## src/rtl/usb_evt_pkg.sv

```systemverilog
package usb_evt_pkg;

    typedef enum logic [1:0] {
        HS_DIS   = 2'b00,
        HS_STALL = 2'b01,
        HS_NAK   = 2'b10,
        HS_VALID = 2'b11
    } hs_t;

    typedef enum logic [1:0] {
        TOK_OUT   = 2'b00,
        TOK_IN    = 2'b01,
        TOK_SETUP = 2'b10,
        TOK_RSVD  = 2'b11
    } tok_t;

    typedef enum logic {
        LS_ACTIVE    = 1'b0,
        LS_SUSPENDED = 1'b1
    } link_st_t;

    localparam int NUM_FLG   = 5;
    localparam int FLG_XFER  = 0;
    localparam int FLG_FRAME = 1;
    localparam int FLG_BRST  = 2;
    localparam int FLG_SUSP  = 3;
    localparam int FLG_WAKE  = 4;

endpackage

```

## src/rtl/usb_evt_link_fsm.sv

```systemverilog
module usb_evt_link_fsm
    import usb_evt_pkg::*;
#(
    parameter int IDLE_MS = 3
) (
    input  logic clk,
    input  logic rst_n,
    input  logic bus_activity,
    input  logic ms_tick,
    output logic susp_evt,
    output logic wake_evt,
    output logic suspended
);
    localparam int CNT_W = $clog2(IDLE_MS + 2);
    localparam logic [CNT_W-1:0] CNT_LAST = CNT_W'(IDLE_MS);

    link_st_t         state_q, state_d;
    logic [CNT_W-1:0] idle_q, idle_d;

    always_ff @(posedge clk) begin
        if (!rst_n) begin
            state_q <= LS_ACTIVE;
            idle_q  <= '0;
        end else begin
            state_q <= state_d;
            idle_q  <= idle_d;
        end
    end

    always_comb begin
        state_d  = state_q;
        idle_d   = idle_q;
        susp_evt = 1'b0;
        wake_evt = 1'b0;
        unique case (state_q)
            LS_ACTIVE: begin
                if (bus_activity) begin
                    idle_d = '0;
                end else if (ms_tick) begin
                    if (idle_q == CNT_LAST) begin
                        state_d  = LS_SUSPENDED;
                        susp_evt = 1'b1;
                        idle_d   = '0;
                    end else begin
                        idle_d = idle_q + 1'b1;
                    end
                end
            end
            LS_SUSPENDED: begin
                idle_d = '0;
                if (bus_activity) begin
                    state_d  = LS_ACTIVE;
                    wake_evt = 1'b1;
                end
            end
            default: state_d = LS_ACTIVE;
        endcase
    end

    assign suspended = (state_q == LS_SUSPENDED);

endmodule

```

## src/rtl/usb_evt_flags.sv

```systemverilog
module usb_evt_flags
    import usb_evt_pkg::*;
(
    input  logic               clk,
    input  logic               rst_n,
    input  logic [NUM_FLG-1:0] evt,
    input  logic               clr_we,
    input  logic [NUM_FLG-1:0] clr_keep,
    input  logic               mask_we,
    input  logic [NUM_FLG-1:0] mask_in,
    output logic [NUM_FLG-1:0] flags,
    output logic               irq
);
    logic [NUM_FLG-1:0] flags_q, mask_q, kept;

    always_comb begin
        kept = clr_we ? (flags_q & clr_keep) : flags_q;
    end

    always_ff @(posedge clk) begin
        if (!rst_n) begin
            flags_q <= '0;
            mask_q  <= '0;
        end else begin
            flags_q <= kept | evt;
            if (mask_we) mask_q <= mask_in;
        end
    end

    assign flags = flags_q;
    assign irq   = |(flags_q & mask_q);

endmodule

```

## src/rtl/usb_evt_ep_stat.sv

```systemverilog
module usb_evt_ep_stat
    import usb_evt_pkg::*;
#(
    parameter int NUM_EP = 4,
    localparam int EP_W  = $clog2(NUM_EP)
) (
    input  logic                clk,
    input  logic                rst_n,
    input  logic                bus_rst,
    input  logic                wr_we,
    input  logic [EP_W-1:0]     wr_ep,
    input  logic [3:0]          wr_val,
    input  logic                xfer_fire,
    input  logic [1:0]          xfer_tok,
    input  logic [EP_W-1:0]     xfer_ep,
    input  logic                xfer_pend,
    output logic [2*NUM_EP-1:0] tx_stat,
    output logic [2*NUM_EP-1:0] rx_stat,
    output logic [2*NUM_EP-1:0] tx_hs,
    output logic [2*NUM_EP-1:0] rx_hs
);
    logic force_tx, force_rx;

    always_comb begin
        force_tx = 1'b0;
        force_rx = 1'b0;
        unique case (tok_t'(xfer_tok))
            TOK_IN:    force_tx = 1'b1;
            TOK_SETUP: begin force_tx = 1'b1; force_rx = 1'b1; end
            TOK_OUT,
            TOK_RSVD:  force_rx = 1'b1;
            default:   force_rx = 1'b1;
        endcase
    end

    for (genvar e = 0; e < NUM_EP; e++) begin : g_ep
        hs_t tx_q, rx_q, tx_d, rx_d;
        logic hit_wr, hit_xf;

        assign hit_wr = wr_we && (wr_ep == EP_W'(e));
        assign hit_xf = xfer_fire && (xfer_ep == EP_W'(e));

        always_comb begin
            tx_d = tx_q;
            rx_d = rx_q;
            if (hit_wr) begin
                tx_d = hs_t'(wr_val[1:0]);
                rx_d = hs_t'(wr_val[3:2]);
            end
            if (hit_xf && force_tx) tx_d = HS_NAK;
            if (hit_xf && force_rx) rx_d = HS_NAK;
            if (bus_rst) begin
                tx_d = HS_DIS;
                rx_d = HS_DIS;
            end
        end

        always_ff @(posedge clk) begin
            if (!rst_n) begin
                tx_q <= HS_DIS;
                rx_q <= HS_DIS;
            end else begin
                tx_q <= tx_d;
                rx_q <= rx_d;
            end
        end

        assign tx_stat[2*e +: 2] = tx_q;
        assign rx_stat[2*e +: 2] = rx_q;
        assign tx_hs[2*e +: 2]   = (xfer_pend && tx_q == HS_VALID) ? HS_NAK : tx_q;
        assign rx_hs[2*e +: 2]   = (xfer_pend && rx_q == HS_VALID) ? HS_NAK : rx_q;
    end

endmodule

```

## src/rtl/usb_evt_ctrl.sv

```systemverilog
module usb_evt_ctrl
    import usb_evt_pkg::*;
#(
    parameter int NUM_EP  = 4,
    parameter int ADDR_W  = 7,
    parameter int IDLE_MS = 3,
    localparam int EP_W   = $clog2(NUM_EP),
    localparam int SEL_W  = EP_W + 1
) (
    input  logic                clk,
    input  logic                rst_n,
    input  logic                sof_stb,
    input  logic                resume_done_stb,
    input  logic                bus_rst_stb,
    input  logic                bus_activity,
    input  logic                ms_tick,
    input  logic                xfer_stb,
    input  logic [1:0]          xfer_tok,
    input  logic [EP_W-1:0]     xfer_ep,
    input  logic                wr_en,
    input  logic [SEL_W-1:0]    wr_sel,
    input  logic [ADDR_W-1:0]   wr_data,
    output logic [NUM_FLG-1:0]  irq_flags,
    output logic                irq,
    output logic [ADDR_W-1:0]   dev_addr,
    output logic [2*NUM_EP-1:0] tx_stat,
    output logic [2*NUM_EP-1:0] rx_stat,
    output logic [2*NUM_EP-1:0] tx_hs,
    output logic [2*NUM_EP-1:0] rx_hs,
    output logic [1:0]          last_tok,
    output logic [EP_W-1:0]     last_ep,
    output logic                suspended
);
    localparam logic [SEL_W-1:0] SEL_FLG  = SEL_W'(0);
    localparam logic [SEL_W-1:0] SEL_MASK = SEL_W'(1);
    localparam logic [SEL_W-1:0] SEL_ADDR = SEL_W'(2);

    logic               susp_evt, wake_evt, xfer_pend, xfer_fire;
    logic               wr_flg, wr_mask, wr_addr, wr_ep;
    logic [NUM_FLG-1:0] evt;
    logic [ADDR_W-1:0]  addr_q;
    logic [1:0]         tok_q;
    logic [EP_W-1:0]    ep_q;

    assign wr_flg  = wr_en && (wr_sel == SEL_FLG);
    assign wr_mask = wr_en && (wr_sel == SEL_MASK);
    assign wr_addr = wr_en && (wr_sel == SEL_ADDR);
    assign wr_ep   = wr_en && wr_sel[SEL_W-1];

    assign xfer_pend = irq_flags[FLG_XFER];
    assign xfer_fire = xfer_stb && !xfer_pend;

    always_comb begin
        evt            = '0;
        evt[FLG_XFER]  = xfer_fire;
        evt[FLG_FRAME] = sof_stb || resume_done_stb;
        evt[FLG_BRST]  = bus_rst_stb;
        evt[FLG_SUSP]  = susp_evt;
        evt[FLG_WAKE]  = wake_evt;
    end

    usb_evt_link_fsm #(.IDLE_MS(IDLE_MS)) u_link (
        .clk          (clk),
        .rst_n        (rst_n),
        .bus_activity (bus_activity),
        .ms_tick      (ms_tick),
        .susp_evt     (susp_evt),
        .wake_evt     (wake_evt),
        .suspended    (suspended)
    );

    usb_evt_flags u_flags (
        .clk      (clk),
        .rst_n    (rst_n),
        .evt      (evt),
        .clr_we   (wr_flg),
        .clr_keep (wr_data[NUM_FLG-1:0]),
        .mask_we  (wr_mask),
        .mask_in  (wr_data[NUM_FLG-1:0]),
        .flags    (irq_flags),
        .irq      (irq)
    );

    usb_evt_ep_stat #(.NUM_EP(NUM_EP)) u_ep (
        .clk       (clk),
        .rst_n     (rst_n),
        .bus_rst   (bus_rst_stb),
        .wr_we     (wr_ep),
        .wr_ep     (wr_sel[EP_W-1:0]),
        .wr_val    (wr_data[3:0]),
        .xfer_fire (xfer_fire),
        .xfer_tok  (xfer_tok),
        .xfer_ep   (xfer_ep),
        .xfer_pend (xfer_pend),
        .tx_stat   (tx_stat),
        .rx_stat   (rx_stat),
        .tx_hs     (tx_hs),
        .rx_hs     (rx_hs)
    );

    always_ff @(posedge clk) begin
        if (!rst_n) begin
            addr_q <= '0;
            tok_q  <= '0;
            ep_q   <= '0;
        end else begin
            if (bus_rst_stb)  addr_q <= '0;
            else if (wr_addr) addr_q <= wr_data;
            if (xfer_fire) begin
                tok_q <= xfer_tok;
                ep_q  <= xfer_ep;
            end
        end
    end

    assign dev_addr = addr_q;
    assign last_tok = tok_q;
    assign last_ep  = ep_q;

endmodule

```

## config.mk

```make
export PLATFORM = sky130hd
export DESIGN_NAME = usb_evt_ctrl
export DESIGN_NICKNAME = d
export VERILOG_FILES = /design/src/rtl/usb_evt_pkg.sv /design/src/rtl/usb_evt_link_fsm.sv /design/src/rtl/usb_evt_flags.sv /design/src/rtl/usb_evt_ep_stat.sv /design/src/rtl/usb_evt_ctrl.sv
export SDC_FILE = /design/constraint.sdc
export NUM_CORES = 1
export LEC_CHECK = 0
export BUFFER_PORTS_ARGS = -buffer_cell sky130_fd_sc_hd__buf_2
export CORE_MARGIN = 2
export CORE_UTILIZATION = 51
export CTS_CLUSTER_DIAMETER = 100
export DETAILED_ROUTE_END_ITERATION = 8
export PLACE_DENSITY = 0.84
export SETUP_SLACK_MARGIN = 0.3
export SYNTH_ARGS = -nofsm -noshare
export SYNTH_HDL_FRONTEND = slang
export SYNTH_HIERARCHICAL = 1
export SYNTH_SLANG_ARGS = --single-unit
```

## constraint.sdc

```tcl
create_clock -name clk -period 3.47 [get_ports clk]
set_clock_uncertainty 0.2 [all_clocks]
set_input_delay 0.347 -clock clk [delete_from_list [all_inputs] [get_ports clk]]
set_output_delay 0.347 -clock clk [all_outputs]
set_load 0.02 [all_outputs]
```

==> summary.md, run 1 <==
| Metric | Value |
|---|---|
| Outcome | complete, no violations |
| RD Place Congestion | around 0.8 |
| Bufs and invs on worst path | 0 |
| # diodes | 0 |
| DRT antenna net count | 0 |
| Routed WL per cell | 13.30 um |
| Hold_buf cts | 1 |
| Worst-margin pin slew | 1035 ps |
| Core Area | approximately 0.0034 mm^2 |
| Critical Path AT | 2000 ps |
| First-pass GRT wire length | 6.582 mm |
| Post-synth EDFFs | 0 |
| Syn Nets | 213 |
| TritonCTS buffer count | 5 |
| CP max FO | 12 |
| Postcts setup bufs | 0 |
| DPL Wire Length | 2.975 mm |
| Vias in the first global route | between 1k and 1.5k |
| Number of max-cap violations | 0 |
| CP max-delay cell | nor2b_1 |
| Peak VDD IR | 453.2 uV |
| Critical path startpoint category | register |
| Count of cell types in the netlist | 31 |
| Number of antenna violations at the first check in global routing | 0 |
| TritonRoute pass-1 iters | 6 |
| Fmax | 505.5 MHz |
| Fin crit share | between 50% and 60% |
| Routed vias | 1,565 |
| Final nets | 280 |
| Synth cell count leaders | 41 x dfxtp_1, 33 x mux2i_1, 19 x nor2b_1, 13 x a21oi_1 |
| Ranking of synthesized cells by area | dfxtp_1 45%, mux2i_1 18%, nor2b_1 6.4% |
| CTS tree | built |
| First-iteration detailed-routing DRC count | 60 |
| Type of the worst min-delay path | primary input to register |
| IO buf count | 72 |
| Clock latency at the later pin of the worst-skew pair | 340 ps |
| CTS resizes | 0 |
| Root buf cell | clkbuf_4 |
| Height of the die | 64.14 um |
| Slew Viols, Final | 0 |
| Setup violations, final | 0 |
| Syn. warnings | 6 |
| Final cell count without fillers | 302 |
| Die Width | approximately 64 um |
| Cell family with most CP delay | simple AND/OR/NAND/NOR gates |
| Critical path endpoint category | register |
| Share of cells above drive strength 1 | 34.38% |
| Total wire length | 4.018 mm |
| LEAKAGE | 1.098 nW |
| Die area | 0.004113 mm^2 |
| FP Rows | 21 |
| Final Hold Fails | 0 |
| Share of async-settable or async-resettable flops after synthesis | 0% |
| Relative slew margins | 30.04% |
| Area grow syn2layout | 25.44% |
| RSZ-0062 raised after global routing | false |
| Final min period | 1978 ps |
| Critical path type | register to register |
| Pwr dens | between 400 and 500 mW/mm^2 |
| Largest net degree at the start of global routing | 19 |
| Post-synthesis sequential area ratio | 44.50% |
| CP max stage delay | 530 ps |
| Flops & latches, synth | 41 |
| Setup tns final | 0 ps |
| Initial core utilization | a little over half |
| Overflow after GRT | 0 |
| GR Util All Layers | 20.57% |
| Top FF cell, synth | dfxtp_1 |
| Clock transition at path regs | 120 ps |
| Yosys top cell area share | approximately 45% |
| Post-synthesis cell type with the largest combined area | dfxtp_1 |
| Worst Path Required | 3490 ps |
| Mean Syn Cell Area | 9.810 um^2 |
| Drc violations | 0 |
| Crit path top cell by count | nor2b_1 |
| Dpl cells | 293 |
| Synth Instances | 188 |
| H-tree depth | 2 |
| Clock sink count | 41 |
| Most common cell in the netlist | dfxtp_1 |
| IO Pins | 73 |
| Crit-path cells | nor2b_1 > nor2b_1 > nand3_1 > nor3b_1 |
| Synth Cell Area | about 0.0018 mm^2 |
| Clock tree buffer depth | 2 |
| Vias/cell | 5.182 |
where the power goes:
group	total [mW]	leakage (nW)	switching, mW	internal (mW)
Sequential	0.492	0.333	0.0100	0.482
Combinational	0.108	0.710	0.0627	0.0448
Clock	0.374	0.0552	0.151	0.223
Total	0.973	1.10	0.223	0.750
per-layer routing:
metal  track usage (%)  vias up  part of all wire [%]
met5                 0        -                     0
met4             7.979        0                   1.0
met3             3.873        5                   5.1
met2             31.77       46                    47
met1             28.44      739                    47
li1                  -      775                     -
cell families after synthesis:
logic type | Yosys count | synth area share (%)
mux | 33 | 17.91
compound gates | 26 | 9.024
simple gates | 70 | 23.27
fa+ha+maj | 2 | 1.357
buf+inv | 16 | 3.935
flops | 41 | 44.50
worst reg2reg max path: stages (launching register included):
cell	delay, ps
dfxtp_1	460
nor2b_1	530
nor2b_1	370
nand3_1	150
nor3b_1	160
final cells by class:
| cell class | instances | area (um^2) |
|---|---|---|
| fillers | 296 | 1102 |
| well taps | 46 | 57.56 |
| repair buffers | 73 | 370.4 |
| flip-flops and latches | 41 | 820.8 |
| clock buffers | 5 | 37.54 |
| clock inverters | 3 | 65.06 |
| inverters | 3 | 11.26 |
| multi-input cells | 131 | 950.9 |
sequential cells by signal, indices dropped and copies added (netlist names):
signal,count
u_ep/g_ep.rx_q,8
u_ep/g_ep.tx_q,8
dev_addr,7
u_flags/flags,5
u_flags/mask_q,5
u_link/idle_q,3
last_ep,2
last_tok,2
u_link/suspended,1
worst paths after layout:
check | from | slack (ps) | end | cells past startpoint
worst min-delay path | wr_data[5] | 40 | dev_addr[5]$_SDFFE_PP0P_ | 3
worst min register to register | u_link/idle_q[2]$_SDFFE_PN0P_ | 270 | u_link/idle_q[2]$_SDFFE_PN0P_ | 2
worst max register to register | u_flags/flags[0]$_SDFF_PN0_ | 1490 | u_ep/g_ep[3].tx_q[0]$_SDFFE_PP0P_ | 4
worst max-delay path | u_flags/flags[0]$_SDFF_PN0_ | 1490 | u_ep/g_ep[3].tx_q[0]$_SDFFE_PP0P_ | 4
cell usage in the layout, fill, tap and decap left out, types with 3 or more instances in the layout:
master     n
nand2_1   11
a21boi_0   8
nor3b_1    9
mux2i_1   33
nor2_1    11
dfxtp_1   41
nand3_1    3
buf_2     72
a21oi_1   13
nor2b_1   19
clkbuf_4   5
nand2b_1   7
through the flow:
stage	util, %	hold WS, ps	instance area (um^2)	total power, mW	worst slack (ps)
final	67.73	40.81	2313	0.9729	1492
after global routing	67.73	57.69	2313	1.010	1321
after CTS	67.73	33.36	2313	0.9798	1486
after detailed placement	64.43	250.3	2201	0.6092	1399
after global placement	64.43	236.1	2201	0.6077	1480
after floorplan	-	222.9	1844	0.5653	1933
(Power assumes the default switching activity.)
==> run 2: changes to the inputs <==
Settings changed: CORE_UTILIZATION 51 to 43, PLACE_DENSITY 0.84 to 0.76.
Clock period 3.47 ns to 1.7 ns, I/O delays scaled along.
==> summary.md, run 2 (synthesis results as in run 1) <==
| Metric | Value |
|---|---|
| Worst-margin pin slew | 635.6 ps (-399.3 ps) |
| First-pass GRT wire length | 7.217 mm (+9.6%) |
| Area grow syn2layout | 39.01% |
| Critical path type | register to primary output |
| Height of the die | 69.49 um (+8.3%) |
| Commonest cells after routing, fill and taps aside | 63 x buf_2, 40 x dfxtp_1, 33 x mux2i_1 |
| Outcome | complete, no violations |
| Setup violations, final | 0 (unchanged) |
| Crit Reg-Reg Startpoint | u_flags/flags[0]$_SDFF_PN0_ |
| Setup tns final | 0 ps (unchanged) |
| CP max stage delay | 370 ps (-160 ps) |
| Overflow after GRT | 0 (unchanged) |
| H-tree depth | 2 (unchanged) |
| Pwr dens | 741.3 mW/mm^2 (+76%) |
| Postcts setup bufs | 0 (unchanged) |
| Slew Viols, Final | 0 (unchanged) |
| Clock sink count | 41 (unchanged) |
| Share of cells above drive strength 1 | 38.15% (+3.8 points) |
| Die Width | 69.49 um (+8.3%) |
| IO buf count | 72 (unchanged) |
| Worst Path Required | 1330 ps (-2160 ps) |
| Core Area | 0.004058 mm^2 (+19%) |
| Final min period | 1544 ps |
| CTS tree | built |
| TritonCTS buffer count | 5 (unchanged) |
| Critical path endpoint category | primary output |
| RD Place Congestion | 0.8421 (+3.8%) |
| Type of the worst min-delay path | primary input to register |
| DPL Wire Length | 3.168 mm (+6.5%) |
| Vias in the first global route | 1,567 (+14%) |
| Die area | 0.004829 mm^2 (+17%) |
| Fin crit share | roughly 91% |
| Number of max-cap violations | 0 (unchanged) |
| # diodes | 0 (unchanged) |
| Cell family with most CP delay | flip-flops |
| LEAKAGE | 1.185 nW (+7.9%) |
| Largest net degree at the start of global routing | 18 (-1) |
| Fmax | between 600 and 700 MHz |
| Final Core Density | 63.18% (-4.5 points) |
| CP max-delay cell | dfxtp_4 |
| First-iteration detailed-routing DRC count | 80 (+33%) |
| FP Rows | 23 (+9.5%) |
| CP max FO | 4 (-8) |
| Routed vias | 1,614 (+3.1%) |
| TritonRoute pass-1 iters | 4 (-2) |
| Clock latency at the later pin of the worst-skew pair | 280 ps (-60 ps) |
| Clock tree buffer depth | 2 (unchanged) |
| Relative slew margins | 57.63% (+28 points) |
| Critical path startpoint category | register |
| Critical Path AT | 1170 ps (-830 ps) |
| Final nets | 295 (+5.4%) |
| Bufs and invs on worst path | 1 (+1) |
| Hold path start | xfer_ep[0] |
| GR Util All Layers | 18.28% (-2.3 points) |
| DRT antenna net count | 0 (unchanged) |
| Final Hold Fails | 0 (unchanged) |
| Initial core utilization | 45.45% (-8.5 points) |
| Root buf cell | clkbuf_8 |
| Total wire length | 4.393 mm (+9.3%) |
| Vias/cell | 5.044 (-2.7%) |
| RSZ-0062 raised after global routing | true |
| Number of antenna violations at the first check in global routing | 0 (unchanged) |
| Peak VDD IR | 512.5 uV (+13%) |
| IO Pins | 73 (unchanged) |
| Setup crit start | u_flags/flags[0]$_SDFF_PN0_ |
| Crit-path cells | a222oi_1 > nand2_1 > buf_6 |
| Commonest non-fill, non-tap cell in the layout | buf_2 |
| Drc violations | 0 (unchanged) |
| Routed WL per cell | 13.73 um (+3.2%) |
| Clock transition at path regs | 70 ps (-50 ps) |
run 2: layout make-up:
| cell class | instances | area [um^2] |
|---|---|---|
| Sequential cell | 41 | 824.5 |
| Inverter | 3 | 11.26 |
| Timing Repair Buffer | 88 | 565.5 |
| Clock buffer | 7 | 86.33 |
| Tap cell | 50 | 62.56 |
| Multi-Input combinational cell | 131 | 1013 |
| Fill cell | 359 | 1494 |
run 2: metrics by stage:
step | hold WS, ps | worst slack (ps) | instances | total power [mW] | instance area (um^2)
3_5_place_dp | 182.7 | 221.7 | 302 | 1.263 | 2260
5_1_grt | 24.97 | 104.7 | 320 | 1.990 | 2564
2_1_floorplan | 46.15 | 311.7 | 188 | 1.161 | 1861
6_report | 27.38 | 156.0 | 320 | 1.901 | 2564
4_1_cts | 11.85 | 143.0 | 320 | 1.922 | 2514
3_3_place_gp | 181.0 | 246.7 | 302 | 1.259 | 2260
run 2: where the power goes:
group / total, mW / switching, mW / leakage (nW) / internal, mW
registers: 1.00 / 0.0188 / 0.333 / 0.983
logic: 0.275 / 0.146 / 0.807 / 0.129
clock network: 0.624 / 0.302 / 0.0443 / 0.322
run 2: repair_timing:
| action | 4_1_cts | 5_1_grt |
|---|---|---|
| hold buffers | 11 | 0 |
| hold endpoints to repair | 11 | 0 |
| resized for setup | 27 | 11 |
| pin swaps | 5 | 5 |
| endpoints found under the setup margin | 10 | 12 |
run 2: worst min-delay path, stage by stage:
cell,delay [ps]
buf_2,140
nand3_1,100
a21oi_1,60
run 2: final timing paths:
| path | to | slack (ps) | cells after the start |
|---|---|---|---|
| max | irq | 160 | 3 |
| min | u_ep/g_ep[3].rx_q[1]$_SDFFE_PP0P_ | 30 | 3 |
| max reg2reg | u_ep/g_ep[3].rx_q[0]$_SDFFE_PP0P_ | 330 | 4 |
| min reg2reg | u_link/idle_q[2]$_SDFFE_PN0P_ | 260 | 2 |
run 2: per-layer routing:
metal,part of all wire [%],track usage [%]
met3,4.6,3.779
met5,0,0
met4,0.87,5.882
met1,45,23.06
met2,50,31.09
